File: config.mk
export PLATFORM = sky130hd
export DESIGN_NAME = cmd_bridge
export DESIGN_NICKNAME = d
export VERILOG_FILES = /design/src/rtl/cmdbr_pkg.sv /design/src/rtl/cmdbr_regs.sv /design/src/rtl/cmdbr_master.sv /design/src/rtl/cmd_bridge.sv
export SDC_FILE = /design/constraint.sdc
export NUM_CORES = 1
export LEC_CHECK = 0
export CAP_MARGIN = 20
export CORE_ASPECT_RATIO = 1.2
export CORE_MARGIN = 3
export CORE_UTILIZATION = 59
export DETAILED_ROUTE_END_ITERATION = 8
export DONT_BUFFER_PORTS = 1
export PLACE_DENSITY = 0.75
export SETUP_SLACK_MARGIN = 0.05
export SYNTH_ARGS = -nofsm -noshare
export SYNTH_HDL_FRONTEND = slang
export SYNTH_SLANG_ARGS = --single-unit
File: constraint.sdc
create_clock -name clk_i -period 2.1 [get_ports clk_i]
set_input_delay 0.105 -clock clk_i [delete_from_list [all_inputs] [get_ports clk_i]]
set_output_delay 0.105 -clock clk_i [all_outputs]
set_load 0.02 [all_outputs]
File: src/rtl/cmdbr_pkg.sv
package cmdbr_pkg;
  localparam int REG_DW      = 64;
  localparam int BUS_AW      = 32;
  localparam int BUS_DW      = 32;
  localparam int SIZE_W      = 4;
  localparam int MAX_BYTES   = 8;
  localparam int DONE_BIT    = 11;
  localparam int RDATA_LSB   = 26;
  localparam int RD_FLAG_BIT = 48;
  localparam int SIZE_LSB    = 56;

  typedef enum logic [1:0] {
    SEL_CTRL = 2'd0,
    SEL_RST  = 2'd1,
    SEL_STAT = 2'd2,
    SEL_DATA = 2'd3
  } reg_sel_e;

  typedef struct packed {
    logic              rd;
    logic [SIZE_W-1:0] size;
    logic [BUS_AW-1:0] addr;
  } bus_cmd_t;

  function automatic logic [REG_DW-1:0] stat_word(logic rd, logic err,
                                                  logic [BUS_DW-1:0] d);
    logic [REG_DW-1:0] w;
    w = '0;
    w[DONE_BIT] = 1'b1;
    if (rd) w[RDATA_LSB +: BUS_DW] = err ? '1 : d;
    return w;
  endfunction
endpackage

File: src/rtl/cmdbr_regs.sv
module cmdbr_regs
  import cmdbr_pkg::*;
(
  input  logic              clk_i,
  input  logic              rst_ni,
  input  logic              acc_i,
  input  logic              we_i,
  input  reg_sel_e          sel_i,
  input  logic              ok_i,
  input  logic [REG_DW-1:0] wdata_i,
  input  logic              done_i,
  input  logic              done_rd_i,
  input  logic              done_err_i,
  input  logic [BUS_DW-1:0] done_rdata_i,
  output logic              launch_o,
  output bus_cmd_t          cmd_o,
  output logic [BUS_DW-1:0] data_o,
  output logic              rvalid_o,
  output logic [REG_DW-1:0] rdata_o
);
  logic              wr_ok, rd_acc, stat_rd;
  logic [SIZE_W-1:0] size_f;
  logic [BUS_DW-1:0] data_q;
  logic [REG_DW-1:0] stat_q;

  assign wr_ok   = acc_i & we_i & ok_i;
  assign rd_acc  = acc_i & ~we_i;
  assign stat_rd = rd_acc & ok_i & (sel_i == SEL_STAT);
  assign size_f  = wdata_i[SIZE_LSB +: SIZE_W];

  assign launch_o   = wr_ok && (sel_i == SEL_CTRL) && (size_f <= SIZE_W'(MAX_BYTES));
  assign cmd_o.rd   = wdata_i[RD_FLAG_BIT];
  assign cmd_o.size = size_f;
  assign cmd_o.addr = wdata_i[BUS_AW-1:0];
  assign data_o     = data_q;

  always_ff @(posedge clk_i or negedge rst_ni) begin
    if (!rst_ni) begin
      data_q <= '0;
    end else if (wr_ok && sel_i == SEL_DATA) begin
      data_q <= wdata_i[REG_DW-1 -: BUS_DW];
    end
  end

  // completion and status read never coincide: accesses stall while busy
  always_ff @(posedge clk_i or negedge rst_ni) begin
    if (!rst_ni) begin
      stat_q <= '0;
    end else if (done_i) begin
      stat_q <= stat_word(done_rd_i, done_err_i, done_rdata_i);
    end else if (stat_rd) begin
      stat_q <= '0;
    end
  end

  always_ff @(posedge clk_i or negedge rst_ni) begin
    if (!rst_ni) begin
      rvalid_o <= 1'b0;
      rdata_o  <= '0;
    end else begin
      rvalid_o <= rd_acc;
      rdata_o  <= '0;
      if (rd_acc && ok_i) begin
        unique case (sel_i)
          SEL_STAT: rdata_o <= stat_q;
          SEL_DATA: rdata_o <= {data_q, {(REG_DW-BUS_DW){1'b0}}};
          default:  rdata_o <= '0;
        endcase
      end
    end
  end

  p_stat_clear_r8: assert property (@(posedge clk_i) disable iff (!rst_ni)
    (stat_rd && !done_i) |=> (stat_q == '0) && (rdata_o == $past(stat_q)));

  p_done_r5: assert property (@(posedge clk_i) disable iff (!rst_ni)
    done_i |=> stat_q[DONE_BIT]);

  p_err_ones_r6: assert property (@(posedge clk_i) disable iff (!rst_ni)
    (done_i && done_rd_i && done_err_i) |=> (stat_q[RDATA_LSB +: BUS_DW] == '1));
endmodule

File: src/rtl/cmdbr_master.sv
module cmdbr_master
  import cmdbr_pkg::*;
(
  input  logic              clk_i,
  input  logic              rst_ni,
  input  logic              launch_i,
  input  bus_cmd_t          cmd_i,
  input  logic [BUS_DW-1:0] data_i,
  output logic              busy_o,
  output logic              done_o,
  output logic              done_rd_o,
  output logic              done_err_o,
  output logic [BUS_DW-1:0] done_rdata_o,
  output logic              bus_valid_o,
  input  logic              bus_ready_i,
  output logic              bus_write_o,
  output logic [BUS_AW-1:0] bus_addr_o,
  output logic [SIZE_W-1:0] bus_size_o,
  output logic [BUS_DW-1:0] bus_wdata_o,
  input  logic [BUS_DW-1:0] bus_rdata_i,
  input  logic              bus_err_i
);
  logic              busy_q;
  bus_cmd_t          cmd_q;
  logic [BUS_DW-1:0] wd_q;

  always_ff @(posedge clk_i or negedge rst_ni) begin
    if (!rst_ni) begin
      busy_q <= 1'b0;
      cmd_q  <= '0;
      wd_q   <= '0;
    end else if (launch_i && !busy_q) begin
      busy_q <= 1'b1;
      cmd_q  <= cmd_i;
      wd_q   <= data_i;
    end else if (busy_q && bus_ready_i) begin
      busy_q <= 1'b0;
    end
  end

  assign busy_o       = busy_q;
  assign bus_valid_o  = busy_q;
  assign bus_write_o  = ~cmd_q.rd;
  assign bus_addr_o   = cmd_q.addr;
  assign bus_size_o   = cmd_q.size;
  assign bus_wdata_o  = wd_q;
  assign done_o       = busy_q & bus_ready_i;
  assign done_rd_o    = cmd_q.rd;
  assign done_err_o   = bus_err_i;
  assign done_rdata_o = bus_rdata_i;

  p_launch_idle_r10: assert property (@(posedge clk_i) disable iff (!rst_ni)
    launch_i |-> !busy_q);

  p_hold_r10: assert property (@(posedge clk_i) disable iff (!rst_ni)
    (bus_valid_o && !bus_ready_i) |=>
      (bus_valid_o && $stable(bus_addr_o) && $stable(bus_write_o) && $stable(bus_size_o)));
endmodule

File: src/rtl/cmd_bridge.sv
module cmd_bridge
  import cmdbr_pkg::*;
#(
  parameter int REG_AW = 8
) (
  input  logic              clk_i,
  input  logic              rst_ni,
  input  logic              reg_req_i,
  input  logic              reg_we_i,
  input  logic [REG_AW-1:0] reg_addr_i,
  input  logic [3:0]        reg_size_i,
  input  logic [63:0]       reg_wdata_i,
  output logic              reg_rdy_o,
  output logic              reg_rvalid_o,
  output logic [63:0]       reg_rdata_o,
  output logic              busy_o,
  output logic              bus_valid_o,
  input  logic              bus_ready_i,
  output logic              bus_write_o,
  output logic [31:0]       bus_addr_o,
  output logic [3:0]        bus_size_o,
  output logic [31:0]       bus_wdata_o,
  input  logic [31:0]       bus_rdata_i,
  input  logic              bus_err_i
);
  localparam int SEL_LSB = 3;

  logic              acc, ok, launch, done, done_rd, done_err;
  reg_sel_e          sel;
  bus_cmd_t          cmd;
  logic [BUS_DW-1:0] data, done_rdata;
  logic              unused_addr;

  assign reg_rdy_o   = ~busy_o;
  assign acc         = reg_req_i & reg_rdy_o;
  assign ok          = (reg_size_i == 4'(REG_DW / 8));
  assign sel         = reg_sel_e'(reg_addr_i[SEL_LSB +: 2]);
  assign unused_addr = ^{reg_addr_i[REG_AW-1:SEL_LSB+2], reg_addr_i[SEL_LSB-1:0]};

  cmdbr_regs i_regs (
    .clk_i, .rst_ni,
    .acc_i(acc), .we_i(reg_we_i), .sel_i(sel), .ok_i(ok), .wdata_i(reg_wdata_i),
    .done_i(done), .done_rd_i(done_rd), .done_err_i(done_err), .done_rdata_i(done_rdata),
    .launch_o(launch), .cmd_o(cmd), .data_o(data),
    .rvalid_o(reg_rvalid_o), .rdata_o(reg_rdata_o)
  );

  cmdbr_master i_master (
    .clk_i, .rst_ni,
    .launch_i(launch), .cmd_i(cmd), .data_i(data),
    .busy_o, .done_o(done), .done_rd_o(done_rd), .done_err_o(done_err),
    .done_rdata_o(done_rdata),
    .bus_valid_o, .bus_ready_i, .bus_write_o, .bus_addr_o, .bus_size_o,
    .bus_wdata_o, .bus_rdata_i, .bus_err_i
  );

  p_oversize_r4: assert property (@(posedge clk_i) disable iff (!rst_ni)
    (acc && reg_we_i && ok && sel == SEL_CTRL && reg_wdata_i[SIZE_LSB +: SIZE_W] > 4'd8)
      |=> !busy_o);

  p_rdy_r10: assert property (@(posedge clk_i) disable iff (!rst_ni)
    busy_o |-> !reg_rdy_o && bus_valid_o);
endmodule

==> reports/metrics.csv, run 1 <==
metric,value,unit
status,aborted with a tool error,
stop_stage,4_1_cts,
tool.error,[ERROR RSZ-0060] Max buffer count reached.,
io_pins,251,
cts_num_sinks,175,
synth_common_cells,"dfrtp_1 (175), mux2_2 (70), nor2_1 (60)",
floorplan.initialDensity,62.02,%
clockRootBuffer,clkbuf_16,
yosysUniqueCellTypes,30,
synth.most_common_cell,dfrtp_1,
seq_area_frac_synth,62.50,%
cts_buffer_depth,2,
cts_resized,0,
h-tree-depth,4,
place_hpwl,9488,um
cts_made_buffers,17,
ys.flop_type,dfrtp_1,
synthCells,485,
synthDominantCellAreaShare,62.50,%
die_h,125.4,um
dieWidth,105.5,um
synth_edf_count,0,
postCtsSetupBuffers,0,
gp_congestion,0.7408,
synth-seq-cells,175,
port_buffers,0,
yosysTopAreaCell,dfrtp_1,
ctsHoldBuffers,132,
async_flop_share,100.0,%
synthTopCellsByArea,"dfrtp_1 (63%), mux2_2 (11%), mux2_4 (6.4%), o2bb2ai_1 (4.0%), mux2i_1 (3.7%)",
netlist_area,7007,um2
dp.cells,620,
yosysWarnings,0,
syn_avg_cell_area,14.45,um2
row_count,42,
## cell families after synthesis
family	share of synthesized area (%)
simple gates	5.947
buf+inv	5.429
flops	62.50
other cells	0.05352
compound gates	4.679
mux	21.39
## stage by stage
stage / area [um2] / worst slack (ps)
3_3_place_gp: 7084 / 211.3
2_1_floorplan: 7097 / 189.7
3_5_place_dp: 7084 / 195.5
==> run 2: changes to the inputs <==
- CORE_ASPECT_RATIO: 1.2 -> unset
- CORE_UTILIZATION: 59 -> 40
- PLACE_DENSITY: 0.75 -> unset
- PLACE_DENSITY_LB_ADDON: unset -> 0.15
- SETUP_SLACK_MARGIN: 0.05 -> unset
==> run 2 against run 1 <==
Net effect:
- the flow now finishes, with violations (hold timing)
- synthesized cell count stayed put
- synthesized area stayed put
==> reports/metrics.csv, run 2 <==
metric,value,unit
crit_chain,"nand2b_1, or4_4, buf_12, mux2_4",
holdWs,-626.8,ps
initialDrtViolationCount,109,
cts_num_sinks,175,
io_pins,251,
grt_overflow,0,
gp_congestion,0.7208,
violations,hold timing,
synth-seq-cells,175,
port_buffers,0,
synth.most_common_cell,dfrtp_1,
syn_to_final_growth,29.70,%
vias_per_cell,5.011,
synthTopCellsByArea,"dfrtp_1 (63%), mux2_2 (11%), mux2_4 (6.4%), o2bb2ai_1 (4.0%), mux2i_1 (3.7%)",
finalHoldViolCount,175,
setup_viol,0,
place_hpwl,10340,um
post-route-drc-count,0,
h-tree-depth,4,
rrSetupSlack,250,ps
grt_pass1_wl,27400,um
yosysWarnings,0,
die_h,138.4,um
power.switching,1710,uW
cp.arrival,2150,ps
top_register,i_regs.rdata_o,
synth_common_cells,"dfrtp_1 (175), mux2_2 (70), nor2_1 (60)",
vias,4269,
layout_commonest_cell,dfrtp_1,
antenna_found_initial,0,
synthCells,485,
endpoint_kind,flip-flop,
grt_use_total,17.90,%
clk_latency,420,ps
dieWidth,138.4,um
netSwitchingFraction,23.90,%
dieArea,19140,um2
clockRootBuffer,clkbuf_16,
path_clk_slew,70,ps
core-area,16880,um2
async_flop_share,100.0,%
power_frac_clock,43.4,%
status,finished with violations,
ys.flop_type,dfrtp_1,
maxSlewViolCount,0,
cpMaxStageDelayCell,or4_4,
ctsHoldBuffers,132,
row_count,47,
startpoint_type,flip-flop,
seq_area_frac_synth,62.50,%
synth_edf_count,0,
synthDominantCellAreaShare,62.50,%
power_density,787.2,nW/um2
largest_reg_flops,39,
reg_top3,"i_regs.rdata_o: 39 flops, i_regs.stat_q: 33 flops",
wl,16660,um
p_comb_share,6.4,%
cts_tree,built,
cts_resized,0,
finalInstanceArea,9087,um2
irDropWorstVdd,0.5613,mV
postCtsSetupBuffers,0,
yosysUniqueCellTypes,30,
grt_pass1_vias,4824,
rsz0062_at_grt,false,
antenna_left,0,
max_stage_delay,570,ps
skew,7.165,ps
cts_buffer_depth,2,
netlist_area,7007,um2
syn_avg_cell_area,14.45,um2
intPower,5444,uW
fin_crit_sh,88.09,%
dr.pass1.iters,6,
max_freq,540.6,MHz
diodes,0,
cp.required,2400,ps
power_leakage,0.004538,uW
fin_setup_tns,0,ps
critPathKind,reg -> reg,
finalNetCount,733,
wire_per_inst,19.55,um
final_cell_mix,"dfrtp_1 (175), dlygate4sd3_1 (131), mux2_2 (70)",
floorplan.initialDensity,41.52,%
drive_above_1_share,24.21,%
grt_max_degree,176,
post-route-min-period,1850,ps
cts_made_buffers,17,
p_seq_share,50.2,%
yosysTopAreaCell,dfrtp_1,
drv_cap,0,
hold_path_class,in -> async,
place_area,7169,um2
cp_max_fo,22,
## run 2: cell counts after synthesis
Identical to the previous run, type by type.
## run 2: final cells by class
class	instances	area, um2
clock buffers	17	425.4
clock inverters	15	153.9
fillers	1422	7790
inverters	5	18.77
multi-input cells	275	2374
flip-flops and latches	175	4379
well taps	220	275.3
repair buffers	145	1461
## run 2: stage by stage
stage / cells / total power [uW] / hold slack, ps / util, % / worst slack [ps]
global route: 852 / 7469 / -654.5 / 53.84 / 215.6
floorplan: 509 / 3894 / -190.6 / - / 189.7
CTS: 852 / 7243 / -649.1 / 53.84 / 257.2
finish: 852 / 7154 / -626.8 / 53.84 / 250.1
detailed placement: 688 / 3889 / -186.7 / 42.48 / 231.1
global placement: 688 / 3876 / -186.9 / 42.48 / 257.3
## run 2: layer usage
| metal | track usage [%] | vias up | routed length (um) |
|---|---|---|---|
| met5 | 0 | - | 0 |
| met4 | 5.876 | 0 | 267 |
| met3 | 6.492 | 22 | 1364 |
| met2 | 29.42 | 173 | 8181 |
| met1 | 22.06 | 2178 | 6842 |
| li1 | - | 1896 | - |
## run 2: final timing paths
path,startpoint,to,cells after the start
max,i_master.bus_valid_o,i_regs.data_o[18],4
min,rst_ni,i_regs.rdata_o[61],0
max reg2reg,i_master.bus_valid_o,i_regs.data_o[18],4
min reg2reg,i_regs.stat_q[11],i_regs.rdata_o[11],1
max in group asynchronous,rst_ni,i_regs.rdata_o[47],0
min in group clk_i,reg_we_i,i_regs.rdata_o[63],3
## run 2: cell families (layout without fill, tap and decap cells)
family | Yosys count | count (layout) | synth area share, %
AO/OA/AOI/OAI | 38 | 38 | 4.679
flip-flops | 175 | 175 | 62.50
AND/OR/NAND/NOR | 86 | 86 | 5.947
multiplexers | 126 | 126 | 21.39
buffers and inverters | 59 | 182 | 5.429
other | 1 | 25 | 0.05352
## run 2: power groups by stage
stage	registers (uW)	clock network [uW]	logic, uW
after floorplan	3630	0	261
after global placement	3660	0	221
after detailed placement	3660	0	230
after CTS	3600	3190	454
after global routing	3610	3370	493
final	3590	3100	456
## run 2: worst max-delay path, delay by kind of cell (launching register included)
kind                   cells  cell delay, ps
and+or+nand+nor            2             770
DFF                        1             420
buffers and inverters      1             200
muxes                      1             320
Note: power is estimated with default switching activity, not from simulation.
==> run 3: changes to the inputs <==
- SYNTH_HIERARCHICAL: unset -> 1
==> run 3 against run 2 <==
Net effect:
- sequential power grew 2%
- critical path depth grew 2
- combinational power shrank 4%
- the flow still finishes with violations (hold timing)
- sequential share of layout area grew 1.6 points
- worst hold slack gained 3.7 ps
- via count shrank 3.6%
- synthesized area grew 5.2%
==> reports/metrics.csv, run 3 <==
metric,value,unit
synthTopCellsByArea,"dfrtp_1 (59%), buf_4 (11%), mux2_2 (9.0%), mux2_1 (4.9%), o2bb2ai_1 (3.8%)",
top_register,i_regs/rdata_o,
p_total,7150,uW
critPathKind,reg -> reg,
synthDominantCellAreaShare,59.43,%
layout_commonest_cell,dfrtp_1,
final_cell_mix,"dfrtp_1 (175), dlygate4sd3_1 (131), mux2_2 (59)",
finalNetCount,698,
status,finished with violations,
yosysTopAreaCell,dfrtp_1,
post-route-min-period,1945,ps
setup_viol,0,
drv_cap,0,
dr.pass1.iters,4,
endpoint_kind,flip-flop,
ctsHoldBuffers,131,
vias_per_cell,4.976,
syn_to_final_growth,19.32,%
fin_crit_sh,92.63,%
yosysUniqueCellTypes,29,
cp.required,2400,ps
dp.cells,663,
synthCells,526,
relSlewSlack,30.21,%
die_h,141.7,um
grt_pass1_wl,25250,um
reg_top3,"i_regs/rdata_o: 39 flops, i_regs/stat_q: 33 flops",
ys.flop_type,dfrtp_1,
io_pins,251,
finalInstanceArea,8792,um2
cts_buffer_depth,2,
clockRootBuffer,clkbuf_16,
grt_overflow,0,
cts_num_sinks,175,
floorplan.initialDensity,40.88,%
worstMarginPinSlew,1045,ps
clk_latency,420,ps
power_leakage,0.004295,uW
antenna_found_initial,2,
synth.most_common_cell,dfrtp_1,
cts_resized,0,
path_clk_slew,70,ps
cts_made_buffers,17,
antenna_left,0,
power_density,813.2,nW/um2
post-route-drc-count,0,
row_count,49,
synth_common_cells,"dfrtp_1 (175), buf_4 (105), mux2_2 (59)",
finalHoldViolCount,175,
core-area,18020,um2
largest_reg_flops,39,
final_cells,827,
drive_above_1_share,18.59,%
wire_per_inst,19.40,um
synth_fa_ha_area_share,0,%
grt_max_degree,176,
irDropWorstVdd,0.5528,mV
async_flop_share,100.0,%
postCtsSetupBuffers,0,
netlist_area,7368,um2
maxSlewViolCount,0,
startpoint_type,flip-flop,
cp_max_fo,16,
wl,16050,um
vias,4115,
max_freq,514.1,MHz
syn_avg_cell_area,14.01,um2
place_hpwl,9718,um
hold_path_class,in -> async,
fin_setup_tns,0,ps
initialDrtViolationCount,142,
synth-seq-cells,175,
h-tree-depth,4,
cp.arrival,2240,ps
seq_area_frac_synth,59.43,%
skew,5.754,ps
grt_use_total,16.27,%
gp_congestion,0.7389,
grt_pass1_vias,4378,
muxShareOfSynthArea,15.94,%
synth_top_family_by_area,multiplexers,
violations,hold timing,
place_area,6909,um2
synth-simple-area-share,4.415,%
cts_tree,built,
rsz0062_at_grt,false,
synth_xor_area_share,0,%
dieArea,20090,um2
dieWidth,141.7,um
port_buffers,0,
synth_compound_area_share,7.183,%
synth_edf_count,0,
holdWs,-623.2,ps
yosysWarnings,6,
run 3: cell count changes after synthesis, sizes merged, moves of 3 or more:
cell,delta
a22o,+26
a41oi,-3
buf,+83
clkbuf,-13
inv,-3
mux2i,-26
nor2,-24
run 3: through the flow:
| stage | hold WS, ps | utilization (%) | worst slack [ps] |
|---|---|---|---|
| 2_1_floorplan | -190.6 | - | 52.43 |
| 3_3_place_gp | -186.5 | 38.33 | 189.1 |
| 3_5_place_dp | -186.9 | 38.33 | 145.1 |
| 4_1_cts | -642.6 | 48.76 | 128.0 |
| 5_1_grt | -654.4 | 48.78 | 29.04 |
| 6_report | -623.2 | 48.78 | 154.9 |
run 3: cells by family after synthesis:
| kind of cell | Yosys count |
|---|---|
| other | 1 |
| buffers and inverters | 126 |
| AO/OA/AOI/OAI | 61 |
| multiplexers | 101 |
| flip-flops | 175 |
| AND/OR/NAND/NOR | 62 |
run 3: worst paths after layout:
| kind | from | endpoint | slack [ps] | depth (start not counted) |
|---|---|---|---|---|
| worst max-delay path | i_master/bus_valid_o | i_master/bus_addr_o[0] | 150 | 6 |
| max in group asynchronous | rst_ni | i_regs/rdata_o[41] | 2480 | 0 |
| min in group clk_i | reg_we_i | i_master/bus_valid_o | 30 | 4 |
| worst min register to register | i_regs/stat_q[11] | i_regs/stat_q[11] | 470 | 1 |
| worst min-delay path | rst_ni | i_master/bus_addr_o[17] | -620 | 0 |
| worst max register to register | i_master/bus_valid_o | i_master/bus_addr_o[0] | 150 | 6 |
run 3: routing by layer:
| metal | GRT usage, % | vias up | wire, um |
|---|---|---|---|
| li1 | - | 1824 | - |
| met1 | 21.04 | 2118 | 6865 |
| met2 | 25.51 | 156 | 7669 |
| met3 | 5.966 | 15 | 1304 |
| met4 | 5.253 | 2 | 192 |
| met5 | 0 | - | 13 |
run 3: layout make-up:
cell class	count	area (um2)
clock inverters	9	111.4
diodes	1	2.502
fillers	1590	9233
repair buffers	139	1409
well taps	229	286.5
clock buffers	23	457.9
flip-flops and latches	175	4379
inverters	2	7.507
multi-input cells	249	2138
run 3: report_power, final:
| part | switching (uW) | internal, uW |
|---|---|---|
| registers | 147 | 3510 |
| logic | 164 | 273 |
| clock network | 1270 | 1790 |
run 3: critical path, stage by stage (launching register included):
cell,delay (ps)
dfrtp_1,380
nor2b_1,200
nand4_1,150
a21oi_1,200
nor2b_4,250
buf_4,280
mux2_2,360
==> run 4: changes to the inputs <==
- CORE_UTILIZATION: 40 -> 35
==> run 4 against run 3 <==
Net effect:
- the run still ends with hold timing left
- worst hold slack improved by 4.6 ps
- sequential share of layout area decreased by 0.79 points
- non-clock buffer count increased by 3
- register-to-register slack about the same
- critical path depth unchanged
- cell count increased by 5.4%
- critical path type unchanged
==> reports/metrics.csv, run 4 (synthesis results as in run 3) <==
metric,value,unit
status,finished with violations,
violations,hold timing,
finalInstanceArea,8934,um2
final_cell_mix,"dfrtp_1 (175), dlygate4sd3_1 (131), mux2_2 (59)",
finalNetCount,701,
row_count,52,
vias_per_cell,4.721,
rsz0062_at_grt,false,
cts_made_buffers,17,
h-tree-depth,4,
critPathKind,reg -> reg,
post-route-drc-count,0,
cp.arrival,2240,ps
place_area,6975,um2
wl,16750,um
endpoint_kind,flip-flop,
dieArea,22830,um2
fin_setup_tns,0,ps
maxSlewViolCount,0,
layout_commonest_cell,dfrtp_1,
post-route-min-period,1945,ps
nFillCells,1895,
die_h,151.1,um
top_register,i_regs/rdata_o,
grt_use_total,14.67,%
hold_path_class,in -> async,
startpoint_type,flip-flop,
holdWs,-618.5,ps
finalHoldViolCount,175,
largest_reg_flops,39,
initialDrtViolationCount,123,
cp_max_fo,26,
power_density,823.0,nW/um2
floorplan.initialDensity,36.07,%
cts_tree,built,
ctsHoldBuffers,131,
drive_above_1_share,19.83,%
dieWidth,151.1,um
clk_latency,420,ps
reg2regPathDepth,6,
gp_congestion,0.6949,
cts_num_sinks,175,
crit_chain,"nor2b_1, nand4_1, a21oi_2, nor2b_4, buf_12, mux2_2",
dr.pass1.iters,6,
seqCellArea,4379,um2
wire_per_inst,19.21,um
antenna_left,0,
antenna_found_initial,2,
power_leakage,0.004341,uW
irDropWorstVdd,0.5024,mV
multi_input_area,2142,um2
cp.required,2400,ps
grt_overflow,0,
setup_viol,0,
clockRootBuffer,clkbuf_16,
max_stage_delay,380,ps
cts_buffer_depth,2,
grt_pass1_wl,25580,um
port_buffers,0,
fin_crit_sh,92.61,%
max_freq,514.2,MHz
io_pins,251,
grt_pass1_vias,4528,
cpMaxStageDelayCell,dfrtp_1,
syn_to_final_growth,21.24,%
drv_cap,0,
skew,7.093,ps
path_clk_slew,70,ps
grt_max_degree,176,
place_hpwl,10400,um
vias,4117,
utilization,43.73,%
reg_top3,"i_regs/rdata_o: 39 flops, i_regs/stat_q: 33 flops",
core-area,20430,um2
run 4: power breakdown:
part,internal (uW),total (uW),switching (uW)
logic,278,444,166
registers,3510,3660,148
clock network,1900,3250,1350
run 4: path summary, 6_finish.rpt:
check,slack (ps),from,end
max,160,i_master/bus_valid_o,i_master/bus_size_o[2]
min,-620,rst_ni,i_master/bus_addr_o[15]
max reg2reg,160,i_master/bus_valid_o,i_master/bus_size_o[2]
min reg2reg,470,i_regs/stat_q[11],i_regs/stat_q[11]
max in group asynchronous,2490,rst_ni,i_regs/rdata_o[34]
min in group clk_i,30,bus_ready_i,i_master/bus_valid_o
run 4: area by class of cell:
class                           count  share of cell area [%]
Antenna cell                        2                 0.05602
Clock buffer                       18                   4.804
Clock inverter                     14                   2.031
Inverter                            2                 0.08403
Multi-Input combinational cell    249                   23.98
Sequential cell                   175                   49.02
Tap cell                          270                   3.782
Timing Repair Buffer              142                   16.25
run 4: metal layers:
layer / track usage (%) / wire, um / vias to the layer above
li1: - / - / 1826
met1: 18.52 / 7133 / 2114
met2: 22.86 / 7797 / 159
met3: 5.955 / 1595 / 18
met4: 5.077 / 226 / 0
met5: 0 / 0 / -
run 4: worst max-delay path, delay by kind of cell (launching register included):
family,cells,cell delay (ps)
muxes,1,360
and+or+nand+nor,3,660
DFF,1,380
buffers and inverters,1,230
AOI/OAI and AO/OA,1,190
run 4: what timing repair did:
item,CTS,global route
setup endpoints to repair,0,47
buffers inserted,0,0
gates resized for setup,0,1
endpoints found under the hold margin,286,175
run 4: through the flow:
step,setup slack [ps],power (uW),std cells
2_1_floorplan,52.43,4033,550
3_3_place_gp,112.6,3945,706
3_5_place_dp,79.78,3957,706
4_1_cts,63.31,7469,869
5_1_grt,9.014,7667,871
6_report,155.2,7352,872
